`config.mk`:
```
export PLATFORM = sky130hd
export DESIGN_NAME = mw_eeprom_host
export DESIGN_NICKNAME = d
export VERILOG_FILES = /design/src/rtl/mw_host_pkg.sv /design/src/rtl/mw_tick_gen.sv /design/src/rtl/mw_poll_timer.sv /design/src/rtl/mw_eeprom_host.sv
export SDC_FILE = /design/constraint.sdc
export NUM_CORES = 1
export LEC_CHECK = 0
export BUFFER_PORTS_ARGS = -buffer_cell sky130_fd_sc_hd__buf_2
export CORE_MARGIN = 5
export CORE_UTILIZATION = 50
export DETAILED_ROUTE_END_ITERATION = 12
export PLACE_DENSITY = 0.73
export SYNTH_ARGS = -nofsm -noshare
export SYNTH_HDL_FRONTEND = slang
export SYNTH_HIERARCHICAL = 1
export SYNTH_SLANG_ARGS = --single-unit
```
`constraint.sdc`:
```
create_clock -name clk -period 2.4 [get_ports clk]
set_input_delay 0.24 -clock clk [delete_from_list [all_inputs] [get_ports clk]]
set_output_delay 0.24 -clock clk [all_outputs]
set_load 0.005 [all_outputs]
```
`src/rtl/mw_host_pkg.sv`:
```
package mw_host_pkg;

  typedef enum logic [2:0] {
    CMD_READ      = 3'd0,
    CMD_WRITE     = 3'd1,
    CMD_ERASE     = 3'd2,
    CMD_WREN      = 3'd3,
    CMD_WRDIS     = 3'd4,
    CMD_ERASE_ALL = 3'd5,
    CMD_WRITE_ALL = 3'd6
  } mw_cmd_e;

  typedef enum logic [1:0] {
    ST_IDLE,
    ST_SHIFT,
    ST_GAP,
    ST_POLL
  } mw_state_e;

  localparam logic [1:0] OPC_READ  = 2'b10;
  localparam logic [1:0] OPC_WRITE = 2'b01;
  localparam logic [1:0] OPC_ERASE = 2'b11;
  localparam logic [1:0] OPC_SPCL  = 2'b00;

  localparam logic [1:0] SEL_WREN      = 2'b11;
  localparam logic [1:0] SEL_WRDIS     = 2'b00;
  localparam logic [1:0] SEL_ERASE_ALL = 2'b10;
  localparam logic [1:0] SEL_WRITE_ALL = 2'b01;

endpackage

```
`src/rtl/mw_tick_gen.sv`:
```
module mw_tick_gen #(
  parameter int DIV = 4
) (
  input  logic clk,
  input  logic rst_n,
  input  logic run,
  output logic tick
);
  localparam int CW = (DIV > 1) ? $clog2(DIV) : 1;

  logic [CW-1:0] cnt;

  assign tick = run && (cnt == CW'(DIV - 1));

  always_ff @(posedge clk or negedge rst_n) begin
    if (!rst_n)      cnt <= '0;
    else if (!run)   cnt <= '0;
    else if (tick)   cnt <= '0;
    else             cnt <= cnt + 1'b1;
  end
endmodule

```
`src/rtl/mw_poll_timer.sv`:
```
module mw_poll_timer #(
  parameter int LIMIT = 1024
) (
  input  logic clk,
  input  logic rst_n,
  input  logic clear,
  input  logic sample,
  output logic last
);
  localparam int TW = $clog2(LIMIT + 1);

  logic [TW-1:0] cnt;

  assign last = (cnt == TW'(LIMIT - 1));

  always_ff @(posedge clk or negedge rst_n) begin
    if (!rst_n)                cnt <= '0;
    else if (clear)            cnt <= '0;
    else if (sample && !last)  cnt <= cnt + 1'b1;
  end

  AST_TIMER_HOLD: assert property (@(posedge clk) disable iff (!rst_n)
    clear |=> (cnt == '0)) else $error("poll timer not cleared");
endmodule

```
`src/rtl/mw_eeprom_host.sv`:
```
module mw_eeprom_host
  import mw_host_pkg::*;
#(
  parameter int ADDR_W    = 8,
  parameter int DATA_W    = 16,
  parameter int DIV       = 4,
  parameter int CSL_TICKS = 4,
  parameter int POLL_MAX  = 1024
) (
  input  logic              clk,
  input  logic              rst_n,
  input  logic              cmd_valid,
  output logic              cmd_ready,
  input  logic [2:0]        cmd_op,
  input  logic [ADDR_W-1:0] cmd_addr,
  input  logic [DATA_W-1:0] cmd_wdata,
  output logic              done,
  output logic [DATA_W-1:0] rd_data,
  output logic              timeout_err,
  output logic              mw_cs,
  output logic              mw_clk,
  output logic              mw_di,
  input  logic              mw_do
);
  localparam int FRAME_SHORT = 1 + 2 + ADDR_W;
  localparam int FRAME_LONG  = FRAME_SHORT + DATA_W;
  localparam int CNT_W       = $clog2(FRAME_LONG + 1);
  localparam int GW          = $clog2(CSL_TICKS + 1);
  localparam int GAP_CYC     = CSL_TICKS * DIV;
  localparam int LW          = $clog2(GAP_CYC + 1);

  mw_state_e           state;
  logic                phase_hi;
  logic [FRAME_LONG-1:0] sh;
  logic [CNT_W-1:0]    bit_cnt;
  logic                is_long, is_read, is_prog;
  logic [DATA_W-2:0]   rd_sh;
  logic [DATA_W-1:0]   rd_next;
  logic [GW-1:0]       gap_cnt;
  logic                tick, poll_last, frame_end;

  logic [1:0]          f_opc;
  logic [ADDR_W-1:0]   f_adr;
  logic [DATA_W-1:0]   f_wd;
  logic                f_long, f_prog, f_read;

  mw_tick_gen #(.DIV(DIV)) u_tick (
    .clk(clk), .rst_n(rst_n), .run(state != ST_IDLE), .tick(tick)
  );

  mw_poll_timer #(.LIMIT(POLL_MAX)) u_poll (
    .clk(clk), .rst_n(rst_n), .clear(state != ST_POLL),
    .sample((state == ST_POLL) && tick), .last(poll_last)
  );

  // Frame fields for the offered command
  always_comb begin
    f_opc  = OPC_SPCL;
    f_adr  = cmd_addr;
    f_wd   = '0;
    f_long = 1'b0;
    f_prog = 1'b0;
    f_read = 1'b0;
    case (mw_cmd_e'(cmd_op))
      CMD_READ:      begin f_opc = OPC_READ;  f_long = 1'b1; f_read = 1'b1; end
      CMD_WRITE:     begin f_opc = OPC_WRITE; f_wd = cmd_wdata; f_long = 1'b1; f_prog = 1'b1; end
      CMD_ERASE:     begin f_opc = OPC_ERASE; f_prog = 1'b1; end
      CMD_WREN:      f_adr = {SEL_WREN, {(ADDR_W-2){1'b0}}};
      CMD_ERASE_ALL: begin f_adr = {SEL_ERASE_ALL, {(ADDR_W-2){1'b0}}}; f_prog = 1'b1; end
      CMD_WRITE_ALL: begin
        f_adr  = {SEL_WRITE_ALL, {(ADDR_W-2){1'b0}}};
        f_wd   = cmd_wdata;
        f_long = 1'b1;
        f_prog = 1'b1;
      end
      default:       f_adr = {SEL_WRDIS, {(ADDR_W-2){1'b0}}};
    endcase
  end

  assign cmd_ready = (state == ST_IDLE);
  assign mw_di     = (state == ST_SHIFT) && sh[FRAME_LONG-1];
  assign rd_next   = {rd_sh, mw_do};
  assign frame_end = (bit_cnt == (is_long ? CNT_W'(FRAME_LONG) : CNT_W'(FRAME_SHORT)));

  always_ff @(posedge clk or negedge rst_n) begin
    if (!rst_n) begin
      state       <= ST_IDLE;
      phase_hi    <= 1'b0;
      sh          <= '0;
      bit_cnt     <= '0;
      is_long     <= 1'b0;
      is_read     <= 1'b0;
      is_prog     <= 1'b0;
      rd_sh       <= '0;
      rd_data     <= '0;
      done        <= 1'b0;
      timeout_err <= 1'b0;
      gap_cnt     <= '0;
      mw_cs       <= 1'b0;
      mw_clk      <= 1'b0;
    end else begin
      done <= 1'b0;
      case (state)
        ST_IDLE: if (cmd_valid) begin
          sh          <= {1'b1, f_opc, f_adr, f_wd};
          is_long     <= f_long;
          is_read     <= f_read;
          is_prog     <= f_prog;
          bit_cnt     <= '0;
          phase_hi    <= 1'b0;
          timeout_err <= 1'b0;
          mw_cs       <= 1'b1;
          state       <= ST_SHIFT;
        end
        ST_SHIFT: if (tick) begin
          if (!phase_hi) begin
            mw_clk   <= 1'b1;
            phase_hi <= 1'b1;
            bit_cnt  <= bit_cnt + 1'b1;
          end else begin
            mw_clk   <= 1'b0;
            phase_hi <= 1'b0;
            sh       <= {sh[FRAME_LONG-2:0], 1'b0};
            if (is_read && (bit_cnt > CNT_W'(FRAME_SHORT)))
              rd_sh <= rd_next[DATA_W-2:0];
            if (frame_end) begin
              mw_cs   <= 1'b0;
              gap_cnt <= '0;
              state   <= ST_GAP;
              if (!is_prog) begin
                done <= 1'b1;
                if (is_read) rd_data <= rd_next;
              end
            end
          end
        end
        ST_GAP: if (tick) begin
          if (gap_cnt == GW'(CSL_TICKS - 1)) begin
            gap_cnt <= '0;
            if (is_prog) begin
              mw_cs <= 1'b1;
              state <= ST_POLL;
            end else begin
              state <= ST_IDLE;
            end
          end else begin
            gap_cnt <= gap_cnt + 1'b1;
          end
        end
        ST_POLL: if (tick && (mw_do || poll_last)) begin
          mw_cs       <= 1'b0;
          done        <= 1'b1;
          is_prog     <= 1'b0;
          timeout_err <= !mw_do;
          state       <= ST_GAP;
        end
        default: state <= ST_IDLE;
      endcase
    end
  end

  // Chip-select low run length, for the gap check
  logic [LW-1:0] cs_low_cnt;
  logic          cs_was_high;
  always_ff @(posedge clk or negedge rst_n) begin
    if (!rst_n) begin
      cs_low_cnt  <= '0;
      cs_was_high <= 1'b0;
    end else begin
      cs_was_high <= cs_was_high | mw_cs;
      if (mw_cs)                            cs_low_cnt <= '0;
      else if (cs_low_cnt != LW'(GAP_CYC))  cs_low_cnt <= cs_low_cnt + 1'b1;
    end
  end

  AST_READY_CS_LOW: assert property (@(posedge clk) disable iff (!rst_n)
    cmd_ready |-> !mw_cs) else $error("ready while selected");
  AST_ACCEPT: assert property (@(posedge clk) disable iff (!rst_n)
    (cmd_valid && cmd_ready) |=> (mw_cs && !cmd_ready)) else $error("accept");
  AST_CLK_IN_FRAME: assert property (@(posedge clk) disable iff (!rst_n)
    mw_clk |-> mw_cs) else $error("clock outside frame");
  AST_DI_SETUP: assert property (@(posedge clk) disable iff (!rst_n)
    $rose(mw_clk) |-> $stable(mw_di)) else $error("DI moved at rising edge");
  AST_CS_GAP: assert property (@(posedge clk) disable iff (!rst_n)
    ($rose(mw_cs) && cs_was_high) |-> (cs_low_cnt == LW'(GAP_CYC))) else $error("short gap");
  AST_DONE_PULSE: assert property (@(posedge clk) disable iff (!rst_n)
    done |=> !done) else $error("done wider than one cycle");
  AST_TIMEOUT_DONE: assert property (@(posedge clk) disable iff (!rst_n)
    $rose(timeout_err) |-> (done && !mw_cs)) else $error("timeout without done");
endmodule

```
==> results of run 1 <==
-- worst max path at each step --
stage                       endpoint  slack [ps]  cells past startpoint
2_1_floorplan  rd_sh[10]$_DFFE_PN0P_         110                      9
3_3_place_gp      sh[19]$_DFFE_PN0P_         360                      5
3_5_place_dp      sh[20]$_DFFE_PN0P_         250                      5
4_1_cts            sh[2]$_DFFE_PN0P_         270                      5
5_1_grt           sh[11]$_DFFE_PN0P_         120                      5
6_report          sh[24]$_DFFE_PN0P_         280                      5
-- final cells by class --
cell class	count	area [um2]	area share, %
clock buffer	9	124	2.48
clock inverter	7	58.8	1.18
inverter	12	45.0	0.901
multi-input combinational	287	2030	40.6
sequential	89	2230	44.6
tap	108	135	2.70
timing repair buffer	67	378	7.56
-- power by group through the flow --
stage | Combinational (mW) | Clock (mW) | Sequential [mW]
finish | 1.67 | 0.975 | 2.13
global route | 1.91 | 1.09 | 2.17
CTS | 1.68 | 1.01 | 2.12
detailed placement | 1.67 | 0 | 2.15
global placement | 1.62 | 0 | 2.14
floorplan | 1.31 | 0 | 2.07
-- sequential cells by signal (all words and copies together), names as in the netlist, 2 cells and up --
| register | cells |
|---|---|
| sh | 27 |
| rd_data | 16 |
| rd_sh | 15 |
| u_poll/cnt | 11 |
| bit_cnt | 5 |
| gap_cnt | 3 |
| state | 2 |
| u_tick/cnt | 2 |
-- synthesized netlist by cell type (3+ instances only) --
cell / number / area, um2
nor2b_1: 4 / 25.0
nand4_1: 4 / 25.0
inv_1: 12 / 45.0
nand3_1: 13 / 65.1
a211oi_1: 8 / 60.1
a21oi_1: 13 / 65.1
nand4b_1: 4 / 35.0
mux2_2: 21 / 236
mux2i_1: 3 / 30.0
a311oi_1: 3 / 26.3
o211ai_1: 18 / 135
o21ai_0: 11 / 55.1
and3_1: 4 / 25.0
a31oi_1: 32 / 200
mux2_4: 10 / 150
nand2_1: 36 / 135
nand2b_1: 6 / 37.5
buf_2: 8 / 40.0
ha_1: 4 / 50.1
or3_1: 4 / 25.0
nor2_1: 7 / 26.3
nand3b_1: 6 / 45.0
clkbuf_1: 23 / 86.3
nor3_1: 32 / 160
dfrtp_1: 89 / 2230
-- worst max-delay path: cells and delay by family (launching register included) --
family / cells / cell delay [ps]
flip-flops: 1 / 380
adder cells (fa/ha/maj): 1 / 180
AO/OA/AOI/OAI: 1 / 170
AND/OR/NAND/NOR: 3 / 1230
-- cell usage in the layout (no fill, tap or decap), types with 4 or more instances in the layout --
master     n
and3_1     4
nor2_1     7
nand4b_1   4
a31oi_1   32
buf_4     15
nand3_1   13
nand3b_1   6
o211ai_1  18
mux2_2    21
nand4_1    4
inv_6      4
clkbuf_8   9
o21ai_0   11
buf_2     51
ha_1       4
nand2b_1   6
or3_1      4
dfrtp_1   89
a21oi_1   13
mux2_4    10
a211oi_1   8
inv_1     12
nand2_1   36
nor3_1    32
-- metrics by stage --
stage | util [%] | instance area (um2)
4_1_cts | 57.3 | 5000
3_3_place_gp | 55.1 | 4800
6_report | 57.3 | 5000
5_1_grt | 57.3 | 5000
2_1_floorplan | - | 4470
3_5_place_dp | 55.1 | 4800
-- metal layers --
| layer | wire (um) | GRT usage, % | vias up |
|---|---|---|---|
| met3 | 445 | 3.95 | 6 |
| met4 | 70 | 3.56 | 0 |
| li1 | - | - | 1662 |
| met2 | 4320 | 28.0 | 82 |
| met1 | 4330 | 24.1 | 1684 |
| met5 | 0 | 0 | - |
-- cell families (layout without fill, tap and decap cells) --
| logic type | count (synthesis) | in the layout | synth area share [%] |
|---|---|---|---|
| AND/OR/NAND/NOR | 142 | 142 | 18.3 |
| AO/OA/AOI/OAI | 105 | 105 | 16.0 |
| buffers and inverters | 48 | 95 | 5.01 |
| multiplexers | 34 | 34 | 9.31 |
| XOR/XNOR | 2 | 2 | 0.392 |
| adder cells (fa/ha/maj) | 4 | 4 | 1.12 |
| flip-flops | 89 | 89 | 49.8 |
==> results by group, run 1 <==
Outcome
  • Outcome: completed

Timing
  • Worst Clk Skew: 18.4 ps
  • Final setup viols: 0
  • Tcrit/Tclk final: 88.5%
  • Min Hold Slack: 138 ps
  • Worst-Margin Slew: 916 ps
  • RSZ-0062 raised after global routing: false
  • Fmax achieved: 0.471 GHz
  • Slew HR: 38.9%
  • Final worst path period need: 2120 ps
  • Final count of hold timing violations: 0
  • Final Worst Setup Slack: ~280 ps
  • Max-slew violation count: 0
  • TNS Setup: 0 ps

Detailed routing
  • Vias per cell: 5.93
  • Via count: 3434
  • First-pass iteration count of the detailed router: 4
  • Detail Route Antenna Nets: 0
  • DRT iter0 DRCs: 243
  • Total routed wirelength: 9170 um
  • Wire per inst: 15.8 um
  • DRC Markers: 0

Worst setup path
  • Worst Path Required: 2600 ps
  • Worst stage delay on the critical path: 710 ps
  • Critical-path cell list: ha_1, and2_2, and4b_1, or2_1, a31oi_1
  • Worst R2R Start: u_tick/cnt[0]$_DFF_PN0_
  • CP Max Fanout: 27
  • Slowest cell on the critical path: or2_1
  • Worst R2R Path Depth: 5
  • Worst setup path startpoint: u_tick/cnt[0]$_DFF_PN0_
  • Setup slack, reg-to-reg: 280 ps
  • Reg2Reg Capture Point: sh[24]$_DFFE_PN0P_
  • Critical Path AT: 2320 ps
  • CP Class: register to register
  • Crit. End Element: register
  • CP startpoint kind: register

CTS
  • # H-tree levels: 3
  • CTS Root Cell: clkbuf_8
  • Buffer count from post-CTS setup fixing: 0
  • CTS resizes: 0
  • Clock Pin Slew Worst Setup and Hold Paths: 100 ps
  • Post-CTS Hold Fix Bufs: 1
  • CTS tree: built
  • Clock latency on the worst-skew pair: roughly 360 ps
  • CTS max path bufs: 2
  • CTS buffer count: 9
  • # clock sinks: 89

Layout
  • Post-Layout Cell Count: approximately 580
  • Nets: between 500 and 600
  • Share of cells above drive strength 1: 27.0%
  • Area Overhead vs Synth: 11.7%
  • Filler cell count: 751
  • N_diodes: 0

Synthesis
  • Netlist cell types: just over 60
  • Prevailing post-synth register cell: dfrtp_1
  • Mapped Area: 4470 um2
  • Yosys Warn Count: 6
  • Post-Synthesis Cells: 424
  • FF+latch count, synth: 89
  • Synth Area per Inst: 10.5 um2
  • Async SR Flop Fraction: 100%
  • Number of synthesized flops with an enable pin: 0
  • Register area share after synthesis: 49.8%
  • Post-synthesis net count: about 460

Worst hold path
  • Hold depth: 3
  • Worst min-delay path endpoint: sh[17]$_DFFE_PN0P_
  • Min-delay src: cmd_addr[1]
  • HP Class: input pin to register

Run
  • Max-cap violations: 0

Power and ir drop
  • PD cells: roughly 950 nW/um2
  • Leak: around 2.3 nW
  • Flop pwr share: 44.6%
  • Sw Ratio: a little under 40%
  • Clock power share: 20.4%
  • Logic gate share of total power: between 30% and 40%
  • Internal power: 2.92 mW
  • Switching power: 1.85 mW
  • Maximum VDD drop: roughly 430 uV
  • Tot Pwr: 4.77 mW

Placement
  • RePlAce Congestion: 0.807
  • Placed insts: 562
  • Pre-CTS WS: 249 ps
  • Port buffer count: 52
  • DPL Wire Length: between 6000 and 7000 um

Floorplan
  • Die Ht: 105 um
  • Core area: 8720 um2
  • Die W: 105 um
  • Die area: roughly 11000 um2
  • I/O pin cnt: 53
  • FP Rows: 34
  • Initial Utilization: 51.3%

Global routing
  • Grt total ovfl: 0
  • Global-route wire length before repair: 16100 um
  • Tot GR Track Use: 17.3%
  • Vias in the first global route: 3434
  • Initial antenna violation count: 0
  • Largest net degree at the start of global routing: 36
Note: power is estimated with default switching activity, not from simulation.
==> inputs of run 2 (changes only) <==
==> constraint.sdc (replaced) <==
create_clock -name clk -period 2.4 [get_ports clk]
set_input_delay 0.24 -clock clk [delete_from_list [all_inputs] [get_ports clk]]
set_output_delay 0.24 -clock clk [all_outputs]
set_load 0.05 [all_outputs]
==> results by group, run 2 (synthesis gave the netlist of run 1 again) <==
Timing
  • Final count of hold timing violations: 0 (unchanged)
  • TNS Setup: 0 ps (unchanged)
  • Worst-Margin Slew: 928 ps (+12.1 ps)
  • Final worst path period need: 2150 ps (+26.9 ps)
  • Max-slew violation count: 0 (unchanged)
  • Tcrit/Tclk final: 89.6% (+1.1 points)
  • Fmax achieved: 0.465 GHz (-1.2%)
  • RSZ-0062 raised after global routing: false
  • Min Hold Slack: 125 ps (-12.6 ps)
  • Worst Clk Skew: 15.6 ps (-2.77 ps)
  • Slew HR: 38.1% (-0.80 points)
  • Final setup viols: 0 (unchanged)

Detailed routing
  • DRC Markers: 0 (unchanged)
  • Vias per cell: 6.04 (+1.8%)
  • Wire per inst: 16.1 um (+1.9%)
  • Via count: 3485 (+1.5%)
  • Total routed wirelength: 9310 um (+1.5%)
  • Detail Route Antenna Nets: 0 (unchanged)
  • DRT iter0 DRCs: 213 (-12%)
  • First-pass iteration count of the detailed router: 4 (unchanged)

Global routing
  • Tot GR Track Use: 17.1% (-0.21 points)
  • M3 GR Usage: 3.82% (-0.12 points)
  • Met2 Usage GRT: 27.7% (-0.32 points)
  • Grt total ovfl: 0 (unchanged)
  • Met1 Usage GRT: 23.1% (-1.0 points)
  • Initial antenna violation count: 0 (unchanged)
  • Global-route wire length before repair: 15800 um (-1.8%)
  • Largest net degree at the start of global routing: 57 (+58%)
  • Layer with the highest usage: met2
  • Vias in the first global route: 3393 (-1.2%)

Worst hold path
  • Hold depth: 3 (unchanged)
  • HP Class: input pin to register
  • Worst min-delay path endpoint: sh[20]$_DFFE_PN0P_
  • Min-delay src: cmd_addr[4]

Worst setup path
  • Critical-path cell list: ha_1, and2_2, and4b_1, or2_1, a31oi_1
  • CP Max Fanout: 27 (unchanged)
  • CP startpoint kind: register
  • Crit. End Element: register
  • Slowest cell on the critical path: or2_1
  • Worst stage delay on the critical path: 730 ps (+20 ps)
  • Worst R2R Start: u_tick/cnt[0]$_DFF_PN0_
  • Worst setup path startpoint: u_tick/cnt[0]$_DFF_PN0_
  • CP Class: register to register
  • CP top delay family: simple AND/OR/NAND/NOR gates
  • Reg2Reg Capture Point: sh[10]$_DFFE_PN0P_
  • Critical Path AT: 2340 ps (+20 ps)
  • Worst R2R Path Depth: 5 (unchanged)
  • Number of cells on the critical path: 5 (unchanged)
  • Worst path bufs/invs: 0 (unchanged)
  • Worst Path Required: 2590 ps (about the same)
  • Setup slack, reg-to-reg: 250 ps (-30 ps)

Floorplan
  • Initial Utilization: 51.3% (unchanged)
  • Die area: 10900 um2 (unchanged)
  • I/O pin cnt: 53 (unchanged)
  • Die Ht: 105 um (unchanged)
  • Core area: 8720 um2 (unchanged)
  • Die W: 105 um (unchanged)
  • FP Rows: 34 (unchanged)

CTS
  • CTS max path bufs: 2 (unchanged)
  • CTS tree: built
  • CTS resizes: 0 (unchanged)
  • CTS Root Cell: clkbuf_8
  • CTS buffer count: 9 (unchanged)
  • Clock latency on the worst-skew pair: 370 ps (about the same)
  • # H-tree levels: 3 (unchanged)
  • Clock Pin Slew Worst Setup and Hold Paths: 110 ps (about the same)
  • # clock sinks: 89 (unchanged)

Power and ir drop
  • Tot Pwr: 4.93 mW (+3.3%)
  • Maximum VDD drop: 437 uV (+1.7%)
  • Leak: 2.28 nW (-0.15%)
  • PD cells: 984 nW/um2 (+3.1%)

Run
  • Max-cap violations: 0 (unchanged)

Layout
  • Commonest non-fill, non-tap cell in the layout: dfrtp_1
  • Max reg flops: 27 (unchanged)
  • Fin util: 57.4% (+0.13 points)
  • Filler cell count: 733 (-2.4%)
  • Largest reg by FF count: sh
  • Most frequent cells in the layout: 89 x dfrtp_1, 51 x buf_2, 36 x nand2_1, 32 x nor3_1, 32 x a31oi_1
  • Nets: 499 (-0.40%)
  • N_diodes: 0 (unchanged)
  • Biggest registers after layout: sh: 27 flops, rd_data: 16 flops, rd_sh: 15 flops
  • Post-Layout Cell Count: 577 (-0.35%)
  • Area Overhead vs Synth: 12.0%
  • Share of cells above drive strength 1: 26.9% (-0.098 points)

Placement
  • DPL Wire Length: 6430 um (+2.5%)
  • RePlAce Congestion: 0.795 (-1.4%)
  • Port buffer count: 52 (unchanged)
  • Placed insts: 560 (-0.36%)

Outcome
  • Outcome: completed
## run 2: power breakdown
| part | total, mW | internal (mW) | switching [mW] |
|---|---|---|---|
| Combinational | 1.80 | 0.672 | 1.12 |
| Sequential | 2.14 | 1.86 | 0.283 |
| Clock | 0.992 | 0.404 | 0.588 |
## run 2: worst reg2reg max path, cell delays in order (launching register included)
cell,delay [ps]
dfrtp_1,380
ha_1,180
and2_2,270
and4b_1,250
or2_1,730
a31oi_1,180
## run 2: area by class of cell
| class | count | area [um2] | share of cell area, % |
|---|---|---|---|
| sequential | 89 | 2230 | 44.5 |
| multi-input combinational | 287 | 2040 | 40.7 |
| timing repair buffer | 65 | 375 | 7.49 |
| tap | 108 | 135 | 2.70 |
| clock buffer | 9 | 124 | 2.47 |
| clock inverter | 7 | 65.1 | 1.30 |
| inverter | 12 | 45.0 | 0.899 |
## run 2: worst max-delay path by stage
stage,end
global route,sh[25]$_DFFE_PN0P_
finish,sh[10]$_DFFE_PN0P_
floorplan,rd_sh[10]$_DFFE_PN0P_
detailed placement,sh[19]$_DFFE_PN0P_
CTS,sh[16]$_DFFE_PN0P_
global placement,sh[11]$_DFFE_PN0P_
## run 2: timing repair
item / in CTS / in global routing
setup buffers: 0 / 0
hold endpoints to repair: 33 / 0
hold buffers: 1 / 0
## run 2: through the flow
stage	area (um2)	worst slack [ps]
5_1_grt	5010	70.4
4_1_cts	5010	245
3_3_place_gp	4810	333
3_5_place_dp	4810	234
2_1_floorplan	4480	0.732
6_report	5010	250
## run 2: per-layer routing
layer	wire, um	up-vias
li1	-	1677
met1	4310	1697
met2	4400	99
met3	493	12
met4	102	0
met5	0	-
